### src/rtl/lpbk_seq_pkg.sv
package lpbk_seq_pkg;

  typedef enum logic [1:0] {
    ST_IDLE   = 2'd0,
    ST_RUN    = 2'd1,
    ST_READ   = 2'd2,
    ST_DECIDE = 2'd3
  } seq_state_e;

  typedef enum logic [1:0] {
    PATH_NONE   = 2'b00,
    PATH_DIG    = 2'b01,
    PATH_ANA_TX = 2'b10,
    PATH_ANA_RX = 2'b11
  } lpbk_path_e;

  localparam logic [3:0] KEY_ON  = 4'hA;
  localparam logic [3:0] KEY_OFF = 4'h5;

  function automatic lpbk_path_e path_decode(input logic analog, input logic rx_pad);
    if (!analog) return PATH_DIG;
    return rx_pad ? PATH_ANA_RX : PATH_ANA_TX;
  endfunction

endpackage

### src/rtl/lpbk_ctrl_reg.sv
module lpbk_ctrl_reg
  import lpbk_seq_pkg::*;
(
  input  logic       clk,
  input  logic       rst,
  input  logic       reg_we,
  input  logic [5:0] reg_wdata,
  output logic       start_req,
  output logic       stop_req,
  output logic       lpbk_on,
  output logic [1:0] path_sel
);

  logic       on_q;
  lpbk_path_e path_q;
  logic [3:0] key;

  assign key       = reg_wdata[3:0];
  assign stop_req  = reg_we && (key == KEY_OFF);
  assign start_req = reg_we && (key == KEY_ON) && !on_q;

  always_ff @(posedge clk) begin
    if (rst) begin
      on_q   <= 1'b0;
      path_q <= PATH_NONE;
    end else if (stop_req) begin
      on_q   <= 1'b0;
      path_q <= PATH_NONE;
    end else if (start_req) begin
      on_q   <= 1'b1;
      path_q <= path_decode(reg_wdata[4], reg_wdata[5]);
    end
  end

  assign lpbk_on  = on_q;
  assign path_sel = path_q;

endmodule

### src/rtl/lpbk_bound_calc.sv
module lpbk_bound_calc #(
  parameter int NUM_GROUPS = 8,
  parameter int NUM_BUFS   = 128,
  parameter int BUF_AW     = $clog2(NUM_BUFS),
  parameter int GRP_AW     = $clog2(NUM_GROUPS)
) (
  input  logic [NUM_GROUPS*BUF_AW-1:0] grp_start,
  input  logic [NUM_GROUPS-1:0]        grp_enable,
  input  logic [GRP_AW-1:0]            sel_grp,
  output logic [BUF_AW-1:0]            last_buf
);

  localparam int BW = BUF_AW + 1;

  logic [NUM_GROUPS*BUF_AW-1:0] last_flat;

  for (genvar g = 0; g < NUM_GROUPS; g++) begin : g_bound
    logic [BW-1:0] best;
    always_comb begin
      best = BW'(NUM_BUFS);
      for (int j = 0; j < NUM_GROUPS; j++) begin
        if (grp_enable[j]
            && (grp_start[j*BUF_AW +: BUF_AW] > grp_start[g*BUF_AW +: BUF_AW])
            && ({1'b0, grp_start[j*BUF_AW +: BUF_AW]} < best)) begin
          best = {1'b0, grp_start[j*BUF_AW +: BUF_AW]};
        end
      end
    end
    assign last_flat[g*BUF_AW +: BUF_AW] = BUF_AW'(best - BW'(1));
  end

  always_comb begin
    last_buf = '0;
    for (int g = 0; g < NUM_GROUPS; g++) begin
      if (sel_grp == GRP_AW'(g)) last_buf = last_flat[g*BUF_AW +: BUF_AW];
    end
  end

endmodule

### src/rtl/lpbk_seq_fsm.sv
module lpbk_seq_fsm
  import lpbk_seq_pkg::*;
#(
  parameter int NUM_GROUPS = 8,
  parameter int BUF_AW     = 7,
  parameter int CSN_W      = 4,
  parameter int GRP_AW     = $clog2(NUM_GROUPS)
) (
  input  logic                  clk,
  input  logic                  rst,
  input  logic                  start_req,
  input  logic                  stop_req,
  input  logic [NUM_GROUPS-1:0] grp_enable,
  input  logic [NUM_GROUPS-1:0] cs_func_mask,
  input  logic                  xfer_done,
  input  logic [BUF_AW-1:0]     done_buf,
  input  logic [CSN_W-1:0]      buf_rd_csn,
  input  logic [BUF_AW-1:0]     last_buf_calc,
  output logic [GRP_AW-1:0]     cand_grp,
  output logic                  busy,
  output logic [GRP_AW-1:0]     active_grp,
  output logic [NUM_GROUPS-1:0] cs_n,
  output logic                  trig,
  output logic                  buf_rd_en,
  output logic [BUF_AW-1:0]     buf_rd_addr
);

  seq_state_e            state_q;
  logic [CSN_W-1:0]      cand;
  logic                  cand_in_range;
  logic                  cand_ok;
  logic [NUM_GROUPS-1:0] avail;
  logic [BUF_AW-1:0]     last_q;
  logic                  done_hit;

  // The candidate is group 0 for a fresh start, the fetched field otherwise.
  assign cand          = (state_q == ST_DECIDE) ? buf_rd_csn : '0;
  assign cand_grp      = cand[GRP_AW-1:0];
  assign cand_in_range = (32'(cand) < NUM_GROUPS);
  assign avail         = grp_enable & cs_func_mask;
  assign cand_ok       = cand_in_range && avail[cand_grp];
  assign done_hit      = xfer_done && (done_buf == last_q);

  always_ff @(posedge clk) begin
    if (rst) begin
      state_q    <= ST_IDLE;
      busy       <= 1'b0;
      cs_n       <= '1;
      trig       <= 1'b0;
      buf_rd_en  <= 1'b0;
      active_grp <= '0;
      last_q     <= '0;
    end else begin
      trig      <= 1'b0;
      buf_rd_en <= 1'b0;
      if (stop_req) begin
        state_q <= ST_IDLE;
        busy    <= 1'b0;
        cs_n    <= '1;
      end else if (start_req) begin
        if (cand_ok) begin
          state_q    <= ST_RUN;
          busy       <= 1'b1;
          active_grp <= cand_grp;
          cs_n       <= ~(NUM_GROUPS'(1) << cand_grp);
          trig       <= 1'b1;
          last_q     <= last_buf_calc;
        end
      end else if (busy && (grp_enable == '0)) begin
        state_q <= ST_IDLE;
        busy    <= 1'b0;
        cs_n    <= '1;
      end else begin
        unique case (state_q)
          ST_RUN: begin
            if (done_hit) begin
              state_q   <= ST_READ;
              buf_rd_en <= 1'b1;
              cs_n      <= '1;
            end
          end
          ST_READ: state_q <= ST_DECIDE;
          ST_DECIDE: begin
            if (cand_ok) begin
              state_q    <= ST_RUN;
              active_grp <= cand_grp;
              cs_n       <= ~(NUM_GROUPS'(1) << cand_grp);
              trig       <= 1'b1;
              last_q     <= last_buf_calc;
            end else begin
              state_q <= ST_IDLE;
              busy    <= 1'b0;
            end
          end
          default: ;
        endcase
      end
    end
  end

  assign buf_rd_addr = last_q;

endmodule

### src/rtl/lpbk_tg_seq.sv
module lpbk_tg_seq #(
  parameter int NUM_GROUPS = 8,
  parameter int NUM_BUFS   = 128,
  parameter int CSN_W      = 4,
  localparam int BUF_AW    = $clog2(NUM_BUFS),
  localparam int GRP_AW    = $clog2(NUM_GROUPS)
) (
  input  logic                         clk,
  input  logic                         rst,
  input  logic                         reg_we,
  input  logic [5:0]                   reg_wdata,
  input  logic [NUM_GROUPS*BUF_AW-1:0] grp_start,
  input  logic [NUM_GROUPS-1:0]        grp_enable,
  input  logic [NUM_GROUPS-1:0]        cs_func_mask,
  input  logic                         xfer_done,
  input  logic [BUF_AW-1:0]            done_buf,
  output logic                         buf_rd_en,
  output logic [BUF_AW-1:0]            buf_rd_addr,
  input  logic [CSN_W-1:0]             buf_rd_csn,
  output logic                         lpbk_on,
  output logic [1:0]                   path_sel,
  output logic                         busy,
  output logic [GRP_AW-1:0]            active_grp,
  output logic [NUM_GROUPS-1:0]        cs_n,
  output logic                         trig
);

  logic              start_req;
  logic              stop_req;
  logic [GRP_AW-1:0] cand_grp;
  logic [BUF_AW-1:0] last_buf_calc;

  lpbk_ctrl_reg u_ctrl (
    .clk       (clk),
    .rst       (rst),
    .reg_we    (reg_we),
    .reg_wdata (reg_wdata),
    .start_req (start_req),
    .stop_req  (stop_req),
    .lpbk_on   (lpbk_on),
    .path_sel  (path_sel)
  );

  lpbk_bound_calc #(
    .NUM_GROUPS (NUM_GROUPS),
    .NUM_BUFS   (NUM_BUFS),
    .BUF_AW     (BUF_AW),
    .GRP_AW     (GRP_AW)
  ) u_bound (
    .grp_start  (grp_start),
    .grp_enable (grp_enable),
    .sel_grp    (cand_grp),
    .last_buf   (last_buf_calc)
  );

  lpbk_seq_fsm #(
    .NUM_GROUPS (NUM_GROUPS),
    .BUF_AW     (BUF_AW),
    .CSN_W      (CSN_W),
    .GRP_AW     (GRP_AW)
  ) u_fsm (
    .clk           (clk),
    .rst           (rst),
    .start_req     (start_req),
    .stop_req      (stop_req),
    .grp_enable    (grp_enable),
    .cs_func_mask  (cs_func_mask),
    .xfer_done     (xfer_done),
    .done_buf      (done_buf),
    .buf_rd_csn    (buf_rd_csn),
    .last_buf_calc (last_buf_calc),
    .cand_grp      (cand_grp),
    .busy          (busy),
    .active_grp    (active_grp),
    .cs_n          (cs_n),
    .trig          (trig),
    .buf_rd_en     (buf_rd_en),
    .buf_rd_addr   (buf_rd_addr)
  );

endmodule

### config.mk
export PLATFORM = sky130hd
export DESIGN_NAME = lpbk_tg_seq
export DESIGN_NICKNAME = d
export VERILOG_FILES = /design/src/rtl/lpbk_seq_pkg.sv /design/src/rtl/lpbk_ctrl_reg.sv /design/src/rtl/lpbk_bound_calc.sv /design/src/rtl/lpbk_seq_fsm.sv /design/src/rtl/lpbk_tg_seq.sv
export SDC_FILE = /design/constraint.sdc
export NUM_CORES = 1
export LEC_CHECK = 0
export BUFFER_PORTS_ARGS = -buffer_cell sky130_fd_sc_hd__buf_4
export CORE_AREA = 2 2 195 197
export CTS_CLUSTER_DIAMETER = 30
export DETAILED_ROUTE_END_ITERATION = 7
export DIE_AREA = 0 0 197 199
export PLACE_DENSITY_LB_ADDON = 0.15
export SLEW_MARGIN = 20
export SYNTH_ARGS = -nofsm -noshare
export SYNTH_HDL_FRONTEND = slang
export SYNTH_SLANG_ARGS = --single-unit
### constraint.sdc
create_clock -name clk -period 16.1 [get_ports clk]
set_input_delay 0 -clock clk [delete_from_list [all_inputs] [get_ports clk]]
set_output_delay 0 -clock clk [all_outputs]
set_load 0.05 [all_outputs]
Yosys cells after proc, flatten, opt, wreduce, memory -nomap -nowiden
Cells that the tools add are included.

Output and inout port bits: 24. Register bits: 26. Bits of input ports: 93. Word-level logic and storage cells: 411.

Reductions and logical operators: 139. $add $sub $neg: 8. Bitwise gates (word level): 4. Muxes and demuxes: 111. Shifts and indexed selects: 1. Eq/ne operators: 17. Magnitude comparators: 122.

Operators with widths (number): $mux W8 (60); $gt A7 B7 Y1 (64); $lt A7 B8 Y1 (56); $mux W7 (20); $logic_and A1 B1 Y1 (126); $sub A7 B1 Y7 const B (8); $mux W1 (17); $pmux W8 S2 (1); $eq A3 B3 Y1 const B (4); $mux W2 (6); $mux W3 (4); $reduce_and A3 Y1 (3); $and A8 B8 Y8 (1); $logic_not A8 Y1 (1); $not A8 Y8 (1); $shl A1 B3 Y8 const A (1); $eq A7 B7 Y1 (1); $eq A3 B2 Y1 const B (2); $pmux W2 S3 (1); $reduce_bool A5 Y1 (1); $reduce_or A5 Y1 (1); $eq A2 B2 Y1 const B (2); $eq A4 B3 Y1 const B (1); $eq A4 B4 Y1 const B (1); other kinds (18) (19).

Logic depth before layout (Yosys ltp)
Depth after elaboration: 37. Mapped depth: 78. Mapped depth without buffers: 74.

By module
A second synthesis with hierarchy kept.

Cells, all modules: 2839. Area, all modules: 20830.0 um^2.

Modules (own cells, without submodules): lpbk_bound_calc (cells an instance 2659, sequential area each 0.0 um^2, times used 1, area each 19218.4 um^2); lpbk_seq_fsm (cells an instance 163, sequential area each 460.4 um^2, times used 1, area each 1436.4 um^2); lpbk_ctrl_reg (cells an instance 17, sequential area each 60.1 um^2, times used 1, area each 175.2 um^2).

Worst setup path after synthesis
Ideal clock, no wire load.

Path type: input port to flip-flop. Start point: input port grp_start[4]. End point: register u_fsm.last_q[4], in the netlist u_fsm.buf_rd_addr[4]. Library setup time: 136 ps. Buffers on the path: 7. Path slack: 2002 ps. Data arrival time: 13961 ps. Cell stages on the path: 70. Data required time: 15964 ps. Path through: clkbuf_1 -> inv_1 -> ha_1 -> a21o_1 -> a21o_1 -> a21oi_1 -> and3_1 -> clkbuf_1 -> nand2_1 -> ha_1 -> a21o_1 -> a21o_1 -> a21o_1 -> a21o_1 -> a221o_1 -> a21o_1 -> clkbuf_1 -> mux2i_1 -> (+34 left out) -> clkbuf_1 -> nor2_1 -> a21oi_1 -> ha_1 -> a21o_1 -> a21oi_1 -> o31ai_1 -> a211oi_1 -> clkbuf_1 -> mux2_2 -> ha_1 -> and3_1 -> a32o_1 -> xnor2_1 -> o211ai_1 -> o211ai_1 -> a2111oi_0 -> a211oi_1.

Cells in the longest elaborated chain, start to end: 37. Elaborated cells between the ends (all ways): 226. Those cells by class: 8 x add/sub; 71 x order compare; 76 x mux; 71 x reduce/logical.

Ends and longest elaborated chain: start, declared (line lpbk_tg_seq.sv:12) `input logic [NUM_GROUPS*BUF_AW-1:0] grp_start,`; $gt A7 B7 Y1 (line lpbk_bound_calc.sv:23) `&& (grp_start[j*BUF_AW +: BUF_AW] > grp_start[g*BUF_AW +: BUF_AW])`; $logic_and A1 B1 Y1 (line lpbk_bound_calc.sv:23); $mux W8 (line lpbk_bound_calc.sv:22) `if (grp_enable[j]`; $lt A7 B8 Y1 (line lpbk_bound_calc.sv:24) `&& ({1'b0, grp_start[j*BUF_AW +: BUF_AW]} < best)) begin`; $logic_and A1 B1 Y1 (line lpbk_bound_calc.sv:24); $mux W8 (line lpbk_bound_calc.sv:22); $lt A7 B8 Y1 (line lpbk_bound_calc.sv:24); $logic_and A1 B1 Y1 (line lpbk_bound_calc.sv:24); (+15 left out); $mux W7 (line lpbk_bound_calc.sv:22); $sub A7 B1 Y7 (line lpbk_bound_calc.sv:29) `assign last_flat[g*BUF_AW +: BUF_AW] = BUF_AW'(best - BW'(1));`; $mux W7 (7 in a row) (line lpbk_bound_calc.sv:35) `if (sel_grp == GRP_AW'(g)) last_buf = last_flat[g*BUF_AW +: BUF_AW];`; $mux W7 * (line lpbk_bound_calc.sv:35); $mux W7 * (line lpbk_seq_fsm.sv:61, lpbk_seq_fsm.sv:84); $mux W7 (line lpbk_seq_fsm.sv:74) `unique case (state_q)`; $mux W7 (line lpbk_seq_fsm.sv:69) `end else if (busy && (grp_enable == '0)) begin`; $mux W7 * (line lpbk_seq_fsm.sv:60) `end else if (start_req) begin`; end signal, assigned (line lpbk_seq_fsm.sv:67) `last_q <= last_buf_calc;`; end signal, assigned (line lpbk_seq_fsm.sv:89) `last_q <= last_buf_calc;`; end, declared (line lpbk_seq_fsm.sv:33) `logic [BUF_AW-1:0] last_q;`.

Mark *: on every way between the ends. The rest lies on a longest branch, timed or not. The select of a mux whose other input is x is not followed. A chain may end at the register's enable or synchronous reset.

Worst setup path in the final report
Start point: input port grp_start[6]. End point: register u_fsm.last_q[4], in the netlist u_fsm.buf_rd_addr[4].

Same word-level chain as after synthesis.

==> impl_metrics.yaml <==
yosys:
  yosys-top-cells-area: "ha_1, mux2i_1, a21oi_1"
  syn-cell-area_mm2: 0.0202
  syn_nets: 3346
  syn_avg_cell_area_um2: 7.28
  synth_flop_cell: "dfxtp_1"
  yosys.area.top_type: "ha_1"
  ys_ff_latch: 26
  synth_top_area_share_pct: 29.8
  ys_seq_area_share_pct: 2.58
  ys_warn_count: 0
  synth-async-reset-ratio_pct: 0
  synth-edff-count: 0
  synthCells: 2772
  synth.distinct_cells: 104
die:
  core.rowCount: 71
  die_area_mm2: 0.0392
  die_h_um: 199
  die_w_um: 197
  fp.coreArea_mm2: 0.0371
  pin_count: 117
  start_util_pct: 54.4
critical_path:
  critPathMaxStageDelay_ps: 430
  worstSetupPathType: "in -> reg"
  r2r_start: "u_fsm.state_q[1]$_SDFFE_PP0P_"
  r2r_setup_slack_ps: 12640
  reg2reg_to: "u_fsm.buf_rd_addr[2]$_SDFFE_PP0P_"
  cpMostUsedCell: "a21o_1"
  startpoint_type: "input port"
  crit_required_ps: 16250
  cpMaxStageDelayCell: "a2111o_1"
  arrival_ps: 15350
  setup.worst_path.end: "u_fsm.buf_rd_addr[4]$_SDFFE_PP0P_"
  worstRegToRegCells: 14
  crit_start: "grp_start[6]"
  crit_fanout: 12
  crit_path_end_kind: "flop"
routing:
  drc: 0
  drt_first_iter_violations: 2524
  vias: 23500
  wl_per_cell_um: 26.6
  dr.pass1.iters: 6
  postRouteWirelength_um: 88800
  vias_per_cell: 7.03
  antenna_left: 0
grt:
  grtUsageTotal_pct: 44.0
  antenna_found_initial: 4
  grt_pass1_wl_um: 131000
  grt_overflow_total: 0
  grt_pass1_vias: 22500
  grt_max_degree: 28
placement:
  post-dp-hpwl_um: 69500
  dp.cells: 3320
  dpl_cell_area_mm2: 0.0216
  portBuffers: 116
  gp_congestion: 1.04
timing:
  hold_slack_ps: 88.7
  slew_viol_final: 0
  clock-skew-final_ps: 2.76
  fmax_ghz: 0.0658
  maxSlewHeadroom_pct: 22.0
  setup_viol: 0
  rsz0062_at_grt: "no"
  worstMarginPinSlew_ps: 1160
  hold_violations: 0
  fin_crit_sh_pct: 94.4
  min_period_ps: 15200
cells_and_area:
  post_route_cells_drive_above_1_share_pct: 9.92
  fill_cells: 3564
  syn_to_final_growth_pct: 8.70
  final_common_cell: "ha_1"
  layoutNonFillerInstCount: 3340
  final_cell_area_mm2: 0.0219
  final_cell_mix: "ha_1, nand2_1, inv_1"
  nNetsFinal: 3437
clock_tree:
  h-tree-depth: 1
  insertion_delay_ps: 270
  clkSlewWorstSetupHoldPaths_ps: 70
  cts_made_buffers: 3
  cts_tree: "built"
  clockRootBuffer: "clkbuf_16"
  clock-sinks: 26
  clockBufferDepth: 2
worst_hold_path:
  hp-class: "in -> reg"
power_and_ir_drop:
  ir_drop_uv: 51.6
  power.density_mw_per_mm2: 69.6
  power.leakage_nw: 10.3
run_status:
  status: "finished, final reports clean"
flow_run:
  drv_cap: 0
==> synthesized netlist by cell type (all sizes together) (26+ instances only) <==
cell,count
dfxtp,26
and3,30
nand3,86
a21oi,200
xnor2,47
ha,481
nor2,196
nor3,45
clkbuf,71
a211oi,52
nand2,244
nand4,50
inv,231
mux2i,133
o211ai,31
a31oi,34
o21a,62
a21o,109
o21ai,204
mux2,57
nor2b,47
==> critical path: cells and delay by family <==
kind	cells	cell delay (ps)
buffers and inverters	8	1020
muxes	2	550
and+or+nand+nor	12	2130
AOI/OAI and AO/OA	41	9400
xor gates and xnor gates	1	180
adders and majority gates	7	2060
==> registers in the layout, summed over array words and instances, names as in the netlist <==
signal and count:
u_fsm.active_grp 3, u_fsm.state_q 2, u_fsm.buf_rd_addr 7, u_fsm.trig 1
u_ctrl.path_sel 2, u_ctrl.lpbk_on 1, u_fsm.buf_rd_en 1, u_fsm.busy 1
u_fsm.cs_n 8
==> power by group <==
part           switching [mW]  internal, mW
registers            0.000733        0.0650
clock network          0.0268        0.0497
logic                   0.849         0.535
total                   0.877         0.649
==> layout make-up <==
cell class	instances	area, um2	share of cell area, %
Multi-Input combinational cell	2430	18600	84.6
Clock buffer	3	75.1	0.342
Tap cell	474	593	2.70
Sequential cell	26	520	2.37
Timing Repair Buffer	166	1250	5.71
Antenna cell	4	10.0	0.0456
Inverter	236	886	4.04
Clock inverter	1	30.0	0.137
==> what timing repair did <==
action / 4_1_cts / 5_1_grt
setup buffers: 0 / 9
setup endpoints to repair: 0 / 7
resized for setup: 0 / 17
hold endpoints to repair: 4 / 0
hold buffers: 3 / 0
==> cells by family after synthesis <==
kind of cell / after synthesis / share of synthesized area [%]
xor gates and xnor gates: 62 / 2.69
and+or+nand+nor: 820 / 19.8
muxes: 190 / 9.80
AOI/OAI and AO/OA: 875 / 29.2
buffers and inverters: 316 / 6.02
DFF: 26 / 2.58
adders and majority gates: 483 / 29.9
==> worst min-delay path by stage <==
stage                  start                          endpoint  depth (start not counted)  slack [ps]
6_report        reg_wdata[3]           u_fsm.busy$_SDFFE_PP0P_                          3          90
5_1_grt         reg_wdata[3]           u_fsm.busy$_SDFFE_PP0P_                          3         130
4_1_cts        buf_rd_csn[2]  u_fsm.active_grp[2]$_SDFFE_PP0P_                          3          90
3_5_place_dp    reg_wdata[4]   u_ctrl.path_sel[0]$_SDFFE_PP0P_                          2         210
3_3_place_gp    reg_wdata[4]   u_ctrl.path_sel[0]$_SDFFE_PP0P_                          2         210
2_1_floorplan   reg_wdata[4]   u_ctrl.path_sel[0]$_SDFFE_PP0P_                          1         110
==> metrics by stage <==
step	power, mW	TNS (ps)	worst slack, ps	util [%]
global route	1.65	0	23.0	59.1
global placement	1.34	-68.7	-68.7	58.2
detailed placement	1.38	-58.8	-41.8	58.2
floorplan	0.999	0	2000	-
finish	1.53	0	896	59.1
CTS	1.47	0	189	58.6
==> per-layer routing <==
| metal | global-route usage [%] | routed length [um] |
|---|---|---|
| met1 | 55.6 | 35000 |
| met2 | 67.0 | 36200 |
| met3 | 12.7 | 11700 |
| met4 | 24.7 | 5850 |
| met5 | 0 | 26 |
Power figures use the tool's default switching activity.
